### config.mk
export PLATFORM = sky130hd
export DESIGN_NAME = burst_addr_gen
export DESIGN_NICKNAME = d
export VERILOG_FILES = /design/src/rtl/bag_pkg.sv /design/src/rtl/bag_order_map.sv /design/src/rtl/bag_beat_ctr.sv /design/src/rtl/burst_addr_gen.sv
export SDC_FILE = /design/constraint.sdc
export NUM_CORES = 1
export LEC_CHECK = 0
export BUFFER_PORTS_ARGS = -buffer_cell sky130_fd_sc_hd__buf_2
export CORE_MARGIN = 5
export CORE_UTILIZATION = 48
export CTS_CLUSTER_SIZE = 20
export DETAILED_ROUTE_END_ITERATION = 6
export PLACE_DENSITY = 0.91
export SKIP_LAST_GASP = 1
export SLEW_MARGIN = 20
export SYNTH_ARGS = -nofsm -noshare
export SYNTH_HDL_FRONTEND = slang
export SYNTH_SLANG_ARGS = --single-unit
export TNS_END_PERCENT = 50
### constraint.sdc
create_clock -name clk -period 4.35 [get_ports clk]
set_clock_uncertainty 0.2 [all_clocks]
set_input_delay 1.0875 -clock clk [delete_from_list [all_inputs] [get_ports clk]]
set_output_delay 1.0875 -clock clk [all_outputs]
set_load 0.01 [all_outputs]
### src/rtl/bag_pkg.sv
package bag_pkg;
  typedef enum logic {
    ORD_LINEAR     = 1'b0,
    ORD_INTERLEAVE = 1'b1
  } burst_order_e;
endpackage

### src/rtl/bag_order_map.sv
module bag_order_map #(
  parameter int CNT_W = 2
) (
  input  logic [CNT_W-1:0]      start_pos,
  input  logic [CNT_W-1:0]      beat_idx,
  input  bag_pkg::burst_order_e order,
  output logic [CNT_W-1:0]      low_bits
);
  always_comb begin
    if (order == bag_pkg::ORD_INTERLEAVE) low_bits = start_pos ^ beat_idx;
    else                                  low_bits = start_pos + beat_idx;
  end
endmodule

### src/rtl/bag_beat_ctr.sv
module bag_beat_ctr #(
  parameter int CNT_W = 2
) (
  input  logic                   clk,
  input  logic                   rst,
  input  logic                   load_en,
  input  logic                   step_en,
  input  logic [CNT_W-1:0]       start_in,
  input  bag_pkg::burst_order_e  order_in,
  output logic [CNT_W-1:0]       beat_q,
  output logic [CNT_W-1:0]       beat_nxt,
  output logic [CNT_W-1:0]       start_q,
  output bag_pkg::burst_order_e  order_q
);
  assign beat_nxt = beat_q + 1'b1;

  always_ff @(posedge clk) begin
    if (rst) begin
      beat_q  <= '0;
      start_q <= '0;
      order_q <= bag_pkg::ORD_LINEAR;
    end else if (load_en) begin
      beat_q  <= '0;
      start_q <= start_in;
      order_q <= order_in;
    end else if (step_en) begin
      beat_q  <= beat_nxt;
    end
  end

  AST_BEAT_WRAP: assert property (@(posedge clk) disable iff (rst)
    (step_en && !load_en && beat_q == '1) |=> (beat_q == '0));
  AST_ORDER_KEPT: assert property (@(posedge clk) disable iff (rst)
    (!load_en) |=> $stable(order_q));
endmodule

### src/rtl/burst_addr_gen.sv
module burst_addr_gen #(
  parameter int ADDR_W    = 19,
  parameter int BURST_LEN = 4
) (
  input  logic              clk,
  input  logic              rst,
  input  logic              clk_en_n,
  input  logic              adv_ld_n,
  input  logic              load_ok,
  input  logic              order_sel,
  input  logic [ADDR_W-1:0] addr_in,
  output logic [ADDR_W-1:0] beat_addr
);
  localparam int CNT_W = $clog2(BURST_LEN);

  logic                  load_en, step_en;
  logic [CNT_W-1:0]      beat_q, beat_nxt, start_q, low_nxt;
  bag_pkg::burst_order_e order_q, order_in;

  assign load_en  = !clk_en_n && !adv_ld_n && load_ok;
  assign step_en  = !clk_en_n &&  adv_ld_n;
  assign order_in = bag_pkg::burst_order_e'(order_sel);

  bag_beat_ctr #(.CNT_W(CNT_W)) u_ctr (
    .clk      (clk),
    .rst      (rst),
    .load_en  (load_en),
    .step_en  (step_en),
    .start_in (addr_in[CNT_W-1:0]),
    .order_in (order_in),
    .beat_q   (beat_q),
    .beat_nxt (beat_nxt),
    .start_q  (start_q),
    .order_q  (order_q)
  );

  bag_order_map #(.CNT_W(CNT_W)) u_map (
    .start_pos (start_q),
    .beat_idx  (beat_nxt),
    .order     (order_q),
    .low_bits  (low_nxt)
  );

  always_ff @(posedge clk) begin
    if (rst)          beat_addr <= '0;
    else if (load_en) beat_addr <= addr_in;
    else if (step_en) beat_addr <= {beat_addr[ADDR_W-1:CNT_W], low_nxt};
  end

  AST_RESET_ZERO: assert property (@(posedge clk)
    rst |=> (beat_addr == '0));
  AST_LOAD_TAKEN: assert property (@(posedge clk) disable iff (rst)
    load_en |=> (beat_addr == $past(addr_in)));
  AST_REJECT_HOLD: assert property (@(posedge clk) disable iff (rst)
    (!clk_en_n && !adv_ld_n && !load_ok) |=> $stable(beat_addr));
  AST_FROZEN: assert property (@(posedge clk) disable iff (rst)
    clk_en_n |=> ($stable(beat_addr) && $stable(beat_q) && $stable(start_q)));
  AST_UPPER_KEPT: assert property (@(posedge clk) disable iff (rst)
    step_en |=> $stable(beat_addr[ADDR_W-1:CNT_W]));
endmodule

==> out/qor.yml <==
place:
  dpl_worst_slack_ps: 1850
  gp_congestion: 0.726
  io_buffers: 43
  dp.final_hpwl_microns: 1580
critical_path:
  arrival_ps: 2210
  cp-end-kind: "flip-flop"
  critical_path_required_ps: 4400
  critPathMaxFanout: 22
  rr_worst_depth: 5
  worstSetupPathType: "primary input to flip-flop"
  r2r_slack_ps: 2690
  cp-start-kind: "primary input"
cells_and_area:
  n_antenna_cell: 0
  nNetsFinal: 184
  layout-drive-gt1-share_pct: 33.1
  fillers: 183
  area_growth_pct: 25.6
yosys:
  synth_edf_count: 0
  syn_area_sq_um: 986
  synth-async-reset-ratio_pct: 0
  ys_top_cells_by_count: "nand2_1, a21oi_1, dfxtp_1"
  syn_area_per_cell_sq_um: 8.43
  synthDistinctLibCells: 21
  ys_ff_latch: 24
  yosysSeqAreaShare_pct: 48.7
  synth_cells: 117
  yosysWarnings: 0
  yosysTopAreaCellShare_pct: 48.7
  yosysTopAreaCell: "dfxtp_1"
  synthTopCellsByArea: "dfxtp_1, nand2_1, a21oi_1"
  ys.flop_type: "dfxtp_1"
  syn_nets: 143
  synth_most_common_cell: "nand2_1"
sta:
  tightest_slew_ps: 790
  max_freq_mhz: 463
  period_share_pct: 49.7
  finalMaxSlewViolations: 0
  fin_crit_ps: 2160
  hold_viol_final: 0
  tns_ps: 0
  fin_ws_ps: 2190
  rsz0062_at_grt: "no"
  final-setup-viol-count: 0
  slew_headroom_pct: 47.3
worst_hold_path:
  whs_path_depth: 2
  hold_class: "flip-flop to flip-flop"
clocking:
  cts_inserted_buffers: 3
  postCtsHoldBufs: 0
  post_cts_resized: 0
  cts_root_buffer: "clkbuf_4"
  path_clk_slew_ps: 130
  post-cts-setup-buffers: 0
  cts.sinks: 24
  h-tree-depth: 1
  clockBufferDepth: 2
  clk_latency_ps: 310
  cts_tree: "built"
power_and_ir_drop:
  p_switching_w: 0.0000967
  p_total_w: 0.000442
  p_leak_nw: 0.559
  power_density_nw_per_um2: 357
  pwr-share-clk_pct: 35.8
  max-vdd-ir-drop_mv: 0.244
  p_int_w: 0.000345
  combPwrFrac_pct: 11.5
  power.share.switching_pct: 21.9
  p_seq_share_pct: 52.8
detailed_routing:
  drc: 0
  wl_microns: 2110
  dr_total_vias: 898
  viasPerCell: 4.88
  drtIter0Drc: 29
  drtAntennaViolNets: 0
  post_drt_wl_per_cell_microns: 11.4
  dr.pass1.iters: 4
job:
  drv_cap: 0
floorplan:
  die_w_microns: 55.3
  die-area_sq_um: 3060
  rows: 16
  ios: 44
  start_util_pct: 50.3
  dieHeight_microns: 55.3
  fp.coreArea_sq_um: 1960
grt:
  grt_max_degree: 27
  antenna_found_initial: 0
  track_usage_pct: 13.2
  grt_pass1_wl_microns: 3400
  grt_pass1_vias: 840
  grt-ovfl-total: 0
status:
  outcome: "completed"
-- per-stage QoR --
stage / std cells / instance area [sq um] / utilization, % / hold slack (ps)
2_1_floorplan: 117 / 986 / - / 237
3_3_place_gp: 180 / 1190 / 60.5 / 238
5_1_grt: 184 / 1240 / 63.1 / 284
6_report: 184 / 1240 / 63.1 / 262
3_5_place_dp: 180 / 1190 / 60.5 / 247
4_1_cts: 184 / 1240 / 63.1 / 265
-- placed cells by master, fill, tap and decap left out, drive strengths merged --
master and instances:
or3b 1, clkbuf 3, nand2 41, inv 3, ha 1, o21ai 1
nor2b 4, xor2 1, bufinv 1, o21a 1, xnor3 1, nor2 2
buf 43, nor3b 3, a32oi 1, a21oi 24, dfxtp 24, o41ai 1
o21bai 1
-- cell type report --
class                           instances  area, sq um  area share (%)
Inverter                                3         11.3           0.909
Multi-Input combinational cell         83          445            36.0
Sequential cell                        24          480            38.8
Tap cell                               27         33.8            2.73
Timing Repair Buffer                   43          215            17.4
Clock inverter                          1         30.0            2.42
Clock buffer                            3         22.5            1.82
-- registers in the layout (all words and copies together), names as in the netlist --
register,count
beat_addr,19
u_ctr.beat_q,2
u_ctr.order_q,1
u_ctr.start_q,2
-- path summary, 6_finish.rpt --
path,start,endpoint
worst max-delay path,adv_ld_n,beat_addr[13]$_SDFFE_PP0P_
worst min-delay path,beat_addr[3]$_SDFFE_PP0P_,beat_addr[3]$_SDFFE_PP0P_
worst max register to register,u_ctr.beat_q[0]$_SDFFE_PP0P_,beat_addr[1]$_SDFFE_PP0P_
worst min register to register,beat_addr[3]$_SDFFE_PP0P_,beat_addr[3]$_SDFFE_PP0P_
-- per-layer routing --
metal | part of all wire [%] | vias to the layer above | global-route usage (%)
li1 | - | 462 | -
met1 | 42 | 393 | 15.1
met2 | 46 | 41 | 21.6
met3 | 11 | 2 | 5.83
met4 | 1.0 | 0 | 5.21
met5 | 0 | - | 0
-- kinds of logic after synthesis --
family / Yosys count / share of synthesized area, %
AO/OA/AOI/OAI: 29 / 16.8
XOR/XNOR: 2 / 3.17
adder cells (fa/ha/maj): 1 / 1.27
buffers and inverters: 10 / 6.09
flip-flops: 24 / 48.7
AND/OR/NAND/NOR: 51 / 24.0
-- worst max-delay path: stages --
cell and delay, ps:
buf_2 150, nor3b_4 690, nand2_1 130, a21oi_1 160
-- power groups by stage --
stage,clock [W],combinational [W],sequential [W]
2_1_floorplan,0,0.0000270,0.000241
3_3_place_gp,0,0.0000498,0.000237
3_5_place_dp,0,0.0000510,0.000238
4_1_cts,0.000163,0.0000512,0.000233
5_1_grt,0.000170,0.0000561,0.000234
6_report,0.000158,0.0000507,0.000233
Power figures use the tool's default switching activity.
